===== src/rtl/spim_pkg.sv =====
package spim_pkg;
    localparam int BUS_AW = 8;

    localparam logic [BUS_AW-1:0] OFS_GATE  = 8'h1C;
    localparam logic [BUS_AW-1:0] OFS_EVT   = 8'h20;
    localparam logic [BUS_AW-1:0] OFS_EVEN  = 8'h28;
    localparam logic [BUS_AW-1:0] OFS_KILL  = 8'h40;
    localparam logic [BUS_AW-1:0] OFS_CTRL  = 8'h60;
    localparam logic [BUS_AW-1:0] OFS_STAT  = 8'h64;
    localparam logic [BUS_AW-1:0] OFS_TXQ   = 8'h68;
    localparam logic [BUS_AW-1:0] OFS_RXQ   = 8'h6C;
    localparam logic [BUS_AW-1:0] OFS_SEL   = 8'h70;

    localparam logic [31:0] KILL_KEY = 32'h0000_000A;

    localparam int EV_W      = 7;
    localparam int EV_DONE   = 2;
    localparam int EV_TXDROP = 3;
    localparam int EV_RXFULL = 4;
    localparam int EV_RXDROP = 5;
    localparam int EV_TXHALF = 6;

    typedef struct packed {
        logic lsb_first;
        logic hold;
        logic manual_sel;
        logic cpha;
        logic cpol;
        logic master;
        logic enable;
        logic loop;
    } ctrl_t;

    localparam ctrl_t CTRL_INIT = '{lsb_first: 1'b0, hold: 1'b1, manual_sel: 1'b1,
                                    cpha: 1'b0, cpol: 1'b0, master: 1'b0,
                                    enable: 1'b0, loop: 1'b0};
endpackage


===== src/rtl/spim_fifo.sv =====
module spim_fifo #(
    parameter int W     = 8,
    parameter int DEPTH = 16
) (
    input  logic                         clk,
    input  logic                         rst_n,
    input  logic                         clear,
    input  logic                         push,
    input  logic [W-1:0]                 din,
    input  logic                         pop,
    output logic [W-1:0]                 dout,
    output logic                         empty,
    output logic                         full,
    output logic [$clog2(DEPTH+1)-1:0]   count
);
    localparam int AW = $clog2(DEPTH);
    localparam int CW = $clog2(DEPTH+1);
    localparam logic [CW-1:0] FULL_CNT = CW'(DEPTH);

    typedef struct packed {
        logic [AW-1:0] wp;
        logic [AW-1:0] rp;
        logic [CW-1:0] cnt;
    } qptr_t;

    qptr_t s_d, s_q;
    logic [W-1:0] mem_q [DEPTH];
    logic do_push, do_pop;

    always_comb begin
        do_push = push && (s_q.cnt != FULL_CNT) && !clear;
        do_pop  = pop && (s_q.cnt != '0);
        s_d = s_q;
        if (clear) begin
            s_d = '0;
        end else begin
            if (do_push) s_d.wp = s_q.wp + 1'b1;
            if (do_pop)  s_d.rp = s_q.rp + 1'b1;
            s_d.cnt = s_q.cnt + CW'(do_push) - CW'(do_pop);
        end
    end

    always_ff @(posedge clk or negedge rst_n) begin
        if (!rst_n) s_q <= '0;
        else        s_q <= s_d;
    end

    always_ff @(posedge clk) begin
        if (do_push) mem_q[s_q.wp] <= din;
    end

    assign dout  = mem_q[s_q.rp];
    assign empty = (s_q.cnt == '0);
    assign full  = (s_q.cnt == FULL_CNT);
    assign count = s_q.cnt;
endmodule


===== src/rtl/spim_shifter.sv =====
module spim_shifter #(
    parameter int W       = 8,
    parameter int CLK_DIV = 2
) (
    input  logic         clk,
    input  logic         rst_n,
    input  logic         clear,
    input  logic         allow,
    input  logic         cpol,
    input  logic         cpha,
    input  logic         lsb_first,
    input  logic         loop,
    input  logic         tx_avail,
    input  logic [W-1:0] tx_word,
    output logic         tx_pop,
    input  logic         miso,
    output logic         sclk,
    output logic         mosi,
    output logic         busy,
    output logic         word_done,
    output logic [W-1:0] rx_word
);
    localparam int EW = $clog2(2*W);
    localparam int DW = $clog2(CLK_DIV+1);
    localparam logic [DW-1:0] DIV_LAST  = DW'(CLK_DIV-1);
    localparam logic [EW-1:0] EDGE_LAST = EW'(2*W-1);

    typedef struct packed {
        logic          active;
        logic          ph;
        logic [DW-1:0] div;
        logic [EW-1:0] edge_n;
        logic [W-1:0]  tx;
        logic [W-1:0]  rx;
        logic          done;
        logic [W-1:0]  rxo;
    } shf_t;

    shf_t s_d, s_q;
    logic out_bit, in_bit, sample;
    logic [W-1:0] rx_next;

    always_comb begin
        out_bit = lsb_first ? s_q.tx[0] : s_q.tx[W-1];
        in_bit  = loop ? out_bit : miso;
        sample  = (s_q.edge_n[0] == cpha);
        rx_next = lsb_first ? {in_bit, s_q.rx[W-1:1]} : {s_q.rx[W-2:0], in_bit};
        s_d      = s_q;
        s_d.done = 1'b0;
        tx_pop   = 1'b0;
        if (!s_q.active) begin
            if (allow && tx_avail) begin
                tx_pop     = 1'b1;
                s_d.active = 1'b1;
                s_d.tx     = tx_word;
                s_d.div    = '0;
                s_d.edge_n = '0;
                s_d.ph     = 1'b0;
            end
        end else if (s_q.div == DIV_LAST) begin
            s_d.div    = '0;
            s_d.ph     = ~s_q.ph;
            s_d.edge_n = s_q.edge_n + 1'b1;
            if (sample) begin
                s_d.rx = rx_next;
            end else if (s_q.edge_n != '0) begin
                s_d.tx = lsb_first ? {1'b0, s_q.tx[W-1:1]} : {s_q.tx[W-2:0], 1'b0};
            end
            if (s_q.edge_n == EDGE_LAST) begin
                s_d.done   = 1'b1;
                s_d.rxo    = sample ? rx_next : s_q.rx;
                s_d.edge_n = '0;
                if (allow && tx_avail) begin
                    tx_pop = 1'b1;
                    s_d.tx = tx_word;
                end else begin
                    s_d.active = 1'b0;
                end
            end
        end else begin
            s_d.div = s_q.div + 1'b1;
        end
        if (clear) begin
            s_d    = '0;
            tx_pop = 1'b0;
        end
    end

    always_ff @(posedge clk or negedge rst_n) begin
        if (!rst_n) s_q <= '0;
        else        s_q <= s_d;
    end

    assign sclk      = cpol ^ s_q.ph;
    assign mosi      = out_bit;
    assign busy      = s_q.active;
    assign word_done = s_q.done;
    assign rx_word   = s_q.rxo;
endmodule


===== src/rtl/spi_host_regs.sv =====
module spi_host_regs
    import spim_pkg::*;
#(
    parameter int WORD_W  = 8,
    parameter int DEPTH   = 16,
    parameter int CLK_DIV = 2,
    parameter int NUM_SS  = 4
) (
    input  logic              clk,
    input  logic              rst_n,
    input  logic              bus_wr,
    input  logic              bus_rd,
    input  logic [7:0]        bus_addr,
    input  logic [31:0]       bus_wdata,
    output logic [31:0]       bus_rdata,
    output logic              irq,
    output logic              sclk,
    output logic              mosi,
    input  logic              miso,
    output logic [NUM_SS-1:0] ss_n
);
    localparam int CW = $clog2(DEPTH+1);
    localparam logic [CW-1:0] CNT_NEAR_FULL = CW'(DEPTH-1);
    localparam logic [CW-1:0] CNT_HALF_UP   = CW'(DEPTH/2+1);

    typedef struct packed {
        ctrl_t             ctrl;
        logic [NUM_SS-1:0] sel;
        logic              gate;
        logic [EV_W-1:0]   en;
        logic [EV_W-1:0]   evt;
    } regs_t;

    localparam regs_t REGS_INIT = '{ctrl: CTRL_INIT, sel: '1, gate: 1'b0, en: '0, evt: '0};

    regs_t r_d, r_q;

    logic              kill, txq_clr, rxq_clr, txq_push, rxq_pop;
    logic              txq_empty, txq_full, rxq_empty, rxq_full;
    logic [CW-1:0]     txq_cnt, rxq_cnt;
    logic [WORD_W-1:0] txq_dout, rxq_dout, sh_rx;
    logic              sh_pop, sh_busy, sh_done, allow;
    logic [EV_W-1:0]   ev, ev_clr;
    logic              hold_q, cpol_q, manual_q;

    assign hold_q   = r_q.ctrl.hold;
    assign cpol_q   = r_q.ctrl.cpol;
    assign manual_q = r_q.ctrl.manual_sel;
    assign allow    = r_q.ctrl.enable && r_q.ctrl.master && !hold_q;

    always_comb begin
        r_d      = r_q;
        kill     = 1'b0;
        txq_clr  = 1'b0;
        rxq_clr  = 1'b0;
        txq_push = 1'b0;
        rxq_pop  = bus_rd && (bus_addr == OFS_RXQ);
        ev       = '0;
        ev[EV_DONE]   = sh_done && !sh_busy && txq_empty;
        ev[EV_TXDROP] = bus_wr && (bus_addr == OFS_TXQ) && txq_full;
        ev[EV_RXFULL] = sh_done && (rxq_cnt == CNT_NEAR_FULL);
        ev[EV_RXDROP] = sh_done && rxq_full;
        ev[EV_TXHALF] = sh_pop && (txq_cnt == CNT_HALF_UP);
        ev_clr   = (bus_wr && (bus_addr == OFS_EVT)) ? bus_wdata[EV_W-1:0] : '0;
        r_d.evt  = (r_q.evt & ~ev_clr) | ev;
        if (bus_wr) begin
            case (bus_addr)
                OFS_CTRL: begin
                    r_d.ctrl = '{lsb_first: bus_wdata[9], hold: bus_wdata[8],
                                 manual_sel: bus_wdata[7], cpha: bus_wdata[4],
                                 cpol: bus_wdata[3], master: bus_wdata[2],
                                 enable: bus_wdata[1], loop: bus_wdata[0]};
                    txq_clr = bus_wdata[5];
                    rxq_clr = bus_wdata[6];
                end
                OFS_SEL:  r_d.sel  = bus_wdata[NUM_SS-1:0];
                OFS_GATE: r_d.gate = bus_wdata[31];
                OFS_EVEN: r_d.en   = bus_wdata[EV_W-1:0];
                OFS_TXQ:  txq_push = 1'b1;
                OFS_KILL: kill     = (bus_wdata == KILL_KEY);
                default: ;
            endcase
        end
        if (kill) begin
            r_d     = REGS_INIT;
            txq_clr = 1'b1;
            rxq_clr = 1'b1;
        end
    end

    always_ff @(posedge clk or negedge rst_n) begin
        if (!rst_n) r_q <= REGS_INIT;
        else        r_q <= r_d;
    end

    always_comb begin
        case (bus_addr)
            OFS_CTRL: bus_rdata = {22'd0, r_q.ctrl.lsb_first, r_q.ctrl.hold, r_q.ctrl.manual_sel,
                                   2'b00, r_q.ctrl.cpha, r_q.ctrl.cpol, r_q.ctrl.master,
                                   r_q.ctrl.enable, r_q.ctrl.loop};
            OFS_STAT: bus_rdata = {27'd0, 1'b0, txq_full, txq_empty, rxq_full, rxq_empty};
            OFS_RXQ:  bus_rdata = 32'(rxq_dout);
            OFS_SEL:  bus_rdata = 32'(r_q.sel);
            OFS_GATE: bus_rdata = {r_q.gate, 31'd0};
            OFS_EVT:  bus_rdata = 32'(r_q.evt);
            OFS_EVEN: bus_rdata = 32'(r_q.en);
            default:  bus_rdata = '0;
        endcase
    end

    spim_fifo #(.W(WORD_W), .DEPTH(DEPTH)) u_txq (
        .clk(clk), .rst_n(rst_n), .clear(txq_clr), .push(txq_push),
        .din(bus_wdata[WORD_W-1:0]), .pop(sh_pop), .dout(txq_dout),
        .empty(txq_empty), .full(txq_full), .count(txq_cnt)
    );

    spim_fifo #(.W(WORD_W), .DEPTH(DEPTH)) u_rxq (
        .clk(clk), .rst_n(rst_n), .clear(rxq_clr), .push(sh_done),
        .din(sh_rx), .pop(rxq_pop), .dout(rxq_dout),
        .empty(rxq_empty), .full(rxq_full), .count(rxq_cnt)
    );

    spim_shifter #(.W(WORD_W), .CLK_DIV(CLK_DIV)) u_shf (
        .clk(clk), .rst_n(rst_n), .clear(kill), .allow(allow),
        .cpol(cpol_q), .cpha(r_q.ctrl.cpha), .lsb_first(r_q.ctrl.lsb_first),
        .loop(r_q.ctrl.loop), .tx_avail(!txq_empty), .tx_word(txq_dout),
        .tx_pop(sh_pop), .miso(miso), .sclk(sclk), .mosi(mosi),
        .busy(sh_busy), .word_done(sh_done), .rx_word(sh_rx)
    );

    assign irq  = r_q.gate && |(r_q.evt & r_q.en);
    assign ss_n = (manual_q || sh_busy) ? r_q.sel : '1;
endmodule


===== config.mk =====
export PLATFORM = sky130hd
export DESIGN_NAME = spi_host_regs
export DESIGN_NICKNAME = d
export VERILOG_FILES = /design/src/rtl/spim_pkg.sv /design/src/rtl/spim_fifo.sv /design/src/rtl/spim_shifter.sv /design/src/rtl/spi_host_regs.sv
export SDC_FILE = /design/constraint.sdc
export NUM_CORES = 1
export LEC_CHECK = 0
export BUFFER_PORTS_ARGS = -buffer_cell sky130_fd_sc_hd__clkbuf_2
export CAP_MARGIN = 10
export CORE_ASPECT_RATIO = 1.2
export CORE_MARGIN = 2
export CORE_UTILIZATION = 55
export CTS_BUF_LIST = sky130_fd_sc_hd__clkbuf_16
export DETAILED_ROUTE_END_ITERATION = 7
export GPL_TIMING_DRIVEN = 0
export HOLD_SLACK_MARGIN = 0.02
export PLACE_DENSITY = 0.73
export SLEW_MARGIN = 10
export SYNTH_ARGS = -nofsm -noshare
export SYNTH_HDL_FRONTEND = slang
export SYNTH_SLANG_ARGS = --single-unit

===== constraint.sdc =====
create_clock -name clk -period 3.8 [get_ports clk]
set_clock_uncertainty 0.2 [all_clocks]
set_input_delay 1.14 -clock clk [delete_from_list [all_inputs] [get_ports clk]]
set_output_delay 1.14 -clock clk [all_outputs]
set_load 0.03 [all_outputs]

# Yosys cells after proc, flatten, opt, wreduce, memory -nomap -nowiden
# Memory sizes are Yosys's and may differ from the RTL's.
# Cells that the tools add are included.
[word_totals] ramBits=256 in_bits=45 word_cells=167 output_inout_bits=39 ff_bits=86 n_memories=2
[mem_list] name="u_rxq.mem_q" words=16 width=8 rd=1 rd_clocked_by_memory_dff=0 write_ports=1 line_no="spim_fifo.sv:27" text="logic [W-1:0] mem_q [DEPTH];"
[mem_list] name="u_txq.mem_q" words=16 width=8 rd=1 rd_clocked_by_memory_dff=0 write_ports=1 line_no="spim_fifo.sv:27"
[op_classes] reduce_logical=51 n_eq_ne=20 addsub=10 bitwise=6 n_mux=52
[ops] operator="32-bit one-hot mux with 7 select lines" count=1
[ops] operator="8-bit two-way mux" count=7
[ops] operator="8-bit by 7-bit == test with 1-bit output, second input constant" count=6
[ops] operator="33-bit two-way mux" count=1
[ops] operator="32-bit by 4-bit == test with 1-bit output, second input constant" count=1
[ops] operator="16-bit two-way mux" count=2
[ops] operator="29-bit two-way mux" count=1
[ops] operator="27-bit two-way mux" count=1
[ops] operator="13-bit two-way mux" count=2
[ops] operator="4-bit two-way mux" count=6
[ops] operator="2-bit nonzero test" count=12
[ops] operator="1-bit two-way mux" count=23
[ops] operator="4-bit by 1-bit adder with 4-bit output, second input constant" count=5
[ops] operator="20-bit two-way mux" count=1
[ops] operator="1-bit logical AND" count=19
[ops] operator="17-bit two-way mux" count=1
[ops] operator="8-bit by 6-bit == test with 1-bit output, second input constant" count=2
[ops] operator="7-bit bitwise AND" count=2
[ops] operator="7-bit two-way mux" count=2
[ops] operator="12-bit two-way mux" count=1
[ops] operator="2-bit AND reduction" count=6
[ops] operator="5-bit by 1-bit adder with 5-bit output" count=2
[ops] operator="5-bit by 4-bit == test with 1-bit output, second input constant" count=2
[ops] operator="5-bit == test, second input constant" count=2
[ops] operator="other kinds (22)" count=31

# Logic depth before layout (Yosys ltp)
[logic_depth] depth_word=11 depth_mapped=16 mapped_depth_nobuf=15

# By module
# A second synthesis with hierarchy kept.
[unflattened] cells_unflattened=1142 hier_area_um2=16080.4
[by_module_without_submodules] module="spim_fifo (u_rxq)" area_per_inst_um2=5968.2 seq_area_each_um2=4169.0 instances=1 cells_per_inst=338
[by_module_without_submodules] module="spim_fifo (u_txq)" area_per_inst_um2=5925.7 seq_area_each_um2=4169.0 instances=1 cells_per_inst=342
[by_module_without_submodules] module="spim_shifter" area_per_inst_um2=2189.6 seq_area_each_um2=825.8 instances=1 cells_per_inst=226
[by_module_without_submodules] module="spi_host_regs" area_per_inst_um2=1996.9 seq_area_each_um2=683.2 instances=1 cells_per_inst=236

# Worst setup path before layout
# OpenSTA, ideal clock, no wires.
[synth_timing] path_type="input-to-reg" startpoint="input bus_addr[1]" endpoint="register u_txq.s_q (netlist bit u_txq.count[4])" n_path_buf=3 slack_ps=-339 path_stages=16 setup_time_ps=127 t_required_ps=3473 t_arrival_ps=3812 cell_sequence="nor4_4 and4b_1 and3_1 buf_4 buf_2 buf_2 nor2_1 ha_1 inv_1 ha_1 fa_1 a21oi_1 nor2_1 nor2_1 xnor2_1 nor2_1"
[synth_rtl] item="start, declared" line_no="spi_host_regs.sv:13" text="input logic [7:0] bus_addr,"
[synth_rtl] item="end signal, assigned" line_no="spim_fifo.sv:44" text="if (!rst_n) s_q <= '0;"
[synth_rtl] item="end signal, assigned" line_no="spim_fifo.sv:45" text="else s_q <= s_d;"
[synth_rtl] item="end, declared" line_no="spim_fifo.sv:26" text="qptr_t s_d, s_q;"

# Worst setup path in the final report
[layout_timing] startpoint="register u_rxq.s_q[5] (netlist name)" endpoint="output bus_rdata[7]"
[layout_via] elab_chain_len=2
[layout_rtl] item="start, declared" line_no="spim_fifo.sv:26"
[layout_rtl] item="start signal, assigned" line_no="spim_fifo.sv:44"
[layout_rtl] item="start signal, assigned" line_no="spim_fifo.sv:45"
[layout_rtl] item="memory 16 x 8 bit"
[layout_rtl] item="32-bit one-hot mux with 7 select lines" line_no="spi_host_regs.sv:97" text="case (bus_addr)"
[layout_rtl] item="end, declared" line_no="spi_host_regs.sv:15" text="output logic [31:0] bus_rdata,"
# Every way passes these cells.

==> results_dict.tcl <==
set metrics [dict create \
    fp.dieW_um 157 \
    gp_congestion 0.870 \
    syn_area_mm2 0.0154 \
    coreArea_mm2 0.0277 \
    grt_pass1_vias 9474 \
    synth_adder_area_share_pct 2.37 \
    place_area_mm2 0.0164 \
    yosys.area.top_type "edfxtp_1" \
    totalWireLength_mm 36.9 \
    synth_top_cells_by_area "edfxtp_1, dfrtp_1, mux4_2" \
    hold_violations 0 \
    violations "design-rule violations, negative setup slack" \
    max_freq_ghz 0.246 \
    pre_cts_ws_ns -0.786 \
    worst_ep_arrival_time_ns 2.73 \
    clk_latency_ns 0.52 \
    synth_top_family_by_area "multiplexers" \
    grt_max_degree 58 \
    crit_slowest_cell "mux4_2" \
    synth.distinct_cells 65 \
    portBuffers 62 \
    grt_first_pass_wirelength_mm 55.8 \
    synth.top_cell.area_share_pct 49.9 \
    outcome "finished, violations left" \
    antenna_found_initial 0 \
    power_density_mw_per_mm2 469 \
    h-tree-depth 2 \
    cts_tree "done" \
    ir_drop_uv 491 \
    maxCapViolCount 0 \
    rrSetupSlack_ns 0.14 \
    drive_above_1_share_pct 27.6 \
    fin_nets 1244 \
    path_class "reg -> out" \
    rows 67 \
    design_area_mm2 0.0180 \
    io_pins 84 \
    vias 9357 \
    finalSetupViolations 8 \
    crit_path_start_kind "register" \
    synth_compound_area_share_pct 4.09 \
    cpPeakStageDelay_ns 0.49 \
    synth_ff_type "edfxtp_1" \
    dieArea_mm2 0.0294 \
    die_h_um 187 \
    worst_pin_slew_ns 1.01 \
    async_reset_ff_share_pct 25.1 \
    seq_area_frac_synth_pct 63.9 \
    worstPathCellList "buf_12, buf_4, clkbuf_16, buf_4, mux4_2, mux4_2, inv_2, o21ai_4, buf_8" \
    ant_nets 0 \
    yosys.area_share.simple_pct 10.5 \
    drt_iter0_drc 668 \
    fin_setup_tns_ns -1.64 \
    diodes 0 \
    cts_sinks 342 \
    ctsHoldBuffers 0 \
    clockRootBuffer "clkbuf_16" \
    critPathBufInv 6 \
    dr.pass1.iters 8 \
    cp_top_family "multiplexers" \
    start_util_pct 55.5 \
    viasPerCell 5.95 \
    finalCriticalPeriod_ns 4.07 \
    relSlewSlack_pct 32.4 \
    drc 1 \
    cts_made_buffers 35 \
    hpwl_mm 24.8 \
    gr-total-overflow 0 \
    crit_fanout 8 \
    wl_per_cell_um 23.5 \
    synth.area.mux_share_pct 14.5 \
    layout_setup_ws_ns -0.270 \
    synth_edf_count 256 \
    min_period_over_period_pct 107 \
    synth-seq-cells 342 \
    final_util_pct 65.0 \
    grt_setup_unrepaired "yes" \
    finalPower_mw 8.46 \
    synth_warnings 0 \
    slew_viol_final 0 \
    path_clk_slew_ns 0.06 \
    crit_required_ns 2.46 \
    cellLeakagePower_nw 6.36 \
    grt_usage_pct 25.5 \
    end_kind "output port" \
    area_growth_syn_to_layout_pct 17.1 \
    synth_cells 1027 \
    postSynthAreaPerCell_um2 15.0 \
    ctsLongestPathBuffers 3 \
    hp-class "reg -> reg" \
    synth_xor_xnor_area_share_pct 1.19 \
]
-- metrics by stage --
| stage | std cells | hold WS, ns |
|---|---|---|
| final | 1573 | 0.332 |
| after global routing | 1573 | 0.350 |
| after CTS | 1559 | 0.330 |
| after detailed placement | 1494 | 0.322 |
| after global placement | 1488 | 0.305 |
| after floorplan | 1047 | 0.286 |
-- per-layer routing --
layer / GRT usage [%] / routed length (µm)
met1: 30.5 / 13400
met2: 46.0 / 20200
met3: 3.87 / 1990
met4: 10.2 / 1350
met5: 0 / 0
-- final timing paths --
kind                                          startpoint                        end  cells after the start
worst max-delay path            u_rxq.s_q[5]$_DFFE_PN0P_               bus_rdata[7]                      9
worst min-delay path                  hold_q$_DFFE_PN1P_         hold_q$_DFFE_PN1P_                      2
worst max register to register  u_txq.count[2]$_DFF_PN0_   u_txq.count[4]$_DFF_PN0_                     15
worst min register to register        hold_q$_DFFE_PN1P_         hold_q$_DFFE_PN1P_                      2
max in group asynchronous                          rst_n        r_q[15]$_DFFE_PN1P_                      2
min in group asynchronous                          rst_n  u_shf.s_q[18]$_DFFE_PN0P_                      1
-- sequential cells by signal, summed over array words and instances (netlist names) --
register / cells
u_rxq.s_q: 8
u_txq.s_q: 8
cpol_q: 1
u_txq.count: 5
u_shf.s_q: 23
r_q: 24
u_rxq.count: 5
u_shf.busy: 1
hold_q: 1
u_shf.word_done: 1
u_rxq.mem_q: 128
u_shf.rx_word: 8
u_txq.mem_q: 128
manual_q: 1
-- cell type report --
class	instances	area [µm²]
fillers	1970	9700
repair buffers	94	727
clock buffers	37	926
plain buffers	70	489
clock inverters	23	153
multi-input cells	599	5320
inverters	29	111
flip-flops and latches	342	9850
well taps	379	474
-- cells in the mapped netlist, types with 4 or more instances --
| master | n |
|---|---|
| edfxtp_1 | 256 |
| nor2_1 | 89 |
| dfrtp_1 | 80 |
| mux4_2 | 68 |
| nand2_1 | 54 |
| a21oi_1 | 43 |
| mux2i_1 | 37 |
| nand3_1 | 32 |
| clkbuf_1 | 29 |
| inv_1 | 29 |
| ha_1 | 26 |
| buf_4 | 25 |
| buf_2 | 16 |
| nor3_1 | 16 |
| and2_1 | 15 |
| mux2_2 | 15 |
| nor4_1 | 14 |
| a22oi_1 | 12 |
| and3_1 | 12 |
| nor4b_1 | 11 |
| o21ai_0 | 11 |
| xnor2_1 | 11 |
| nand2b_1 | 10 |
| xor2_1 | 10 |
| nand4_1 | 7 |
| or2_2 | 7 |
| and4b_1 | 6 |
| dfstp_2 | 6 |
| mux4_1 | 6 |
| buf_1 | 5 |
| a211oi_1 | 4 |
| o2111ai_1 | 4 |
| o22ai_1 | 4 |
-- timing repair --
item,in CTS,in global routing
pin swaps,3,6
setup endpoints to repair,13,12
resized for setup,64,44
gates cloned,0,3
buffers inserted,10,13
-- worst min-delay path, cell delays in order (launching register included) --
cell and delay [ns]:
dfstp_2 0.38, nor2_1 0.09, a21oi_1 0.07
-- power by group --
part	internal (mW)	leakage (nW)	switching (mW)
combinational	0.452	2.71	0.515
clock	1.89	0.559	1.40
sequential	4.10	3.09	0.103
total	6.44	6.36	2.02
-- cells by family (layout without fill, tap and decap cells) --
| family | Yosys count | in the layout |
|---|---|---|
| and+or+nand+nor | 303 | 303 |
| AOI/OAI and AO/OA | 100 | 100 |
| other | 1 | 21 |
| muxes | 126 | 126 |
| buffers and inverters | 106 | 253 |
| adders and majority gates | 28 | 28 |
| xor gates and xnor gates | 21 | 21 |
| DFF | 342 | 342 |
-- cell usage in the layout, fill, tap and decap left out, types with 8 or more instances in the layout --
| master | Yosys | layout |
|---|---|---|
| conb_1 | 1 | 21 |
| inv_1 | 29 | 31 |
| nand2_1 | 54 | 54 |
| nand3_1 | 32 | 29 |
| nor2_1 | 89 | 87 |
| mux4_2 | 68 | 68 |
| o21ai_0 | 11 | 8 |
| nor4_1 | 14 | 13 |
| clkbuf_16 | 0 | 40 |
| ha_1 | 26 | 24 |
| clkbuf_1 | 29 | 21 |
| xnor2_1 | 11 | 11 |
| buf_2 | 16 | 11 |
| buf_4 | 25 | 50 |
| clkbuf_2 | 0 | 44 |
| nand2b_1 | 10 | 10 |
| and2_1 | 15 | 14 |
| xor2_1 | 10 | 10 |
| a22oi_1 | 12 | 12 |
| buf_6 | 1 | 9 |
| mux2i_1 | 37 | 37 |
| dfrtp_1 | 80 | 79 |
| a21oi_1 | 43 | 41 |
| mux2_2 | 15 | 15 |
| clkbuf_4 | 0 | 11 |
| nor3_1 | 16 | 9 |
| edfxtp_1 | 256 | 256 |
| and3_1 | 12 | 8 |
Note: power is estimated with default switching activity, not from simulation.
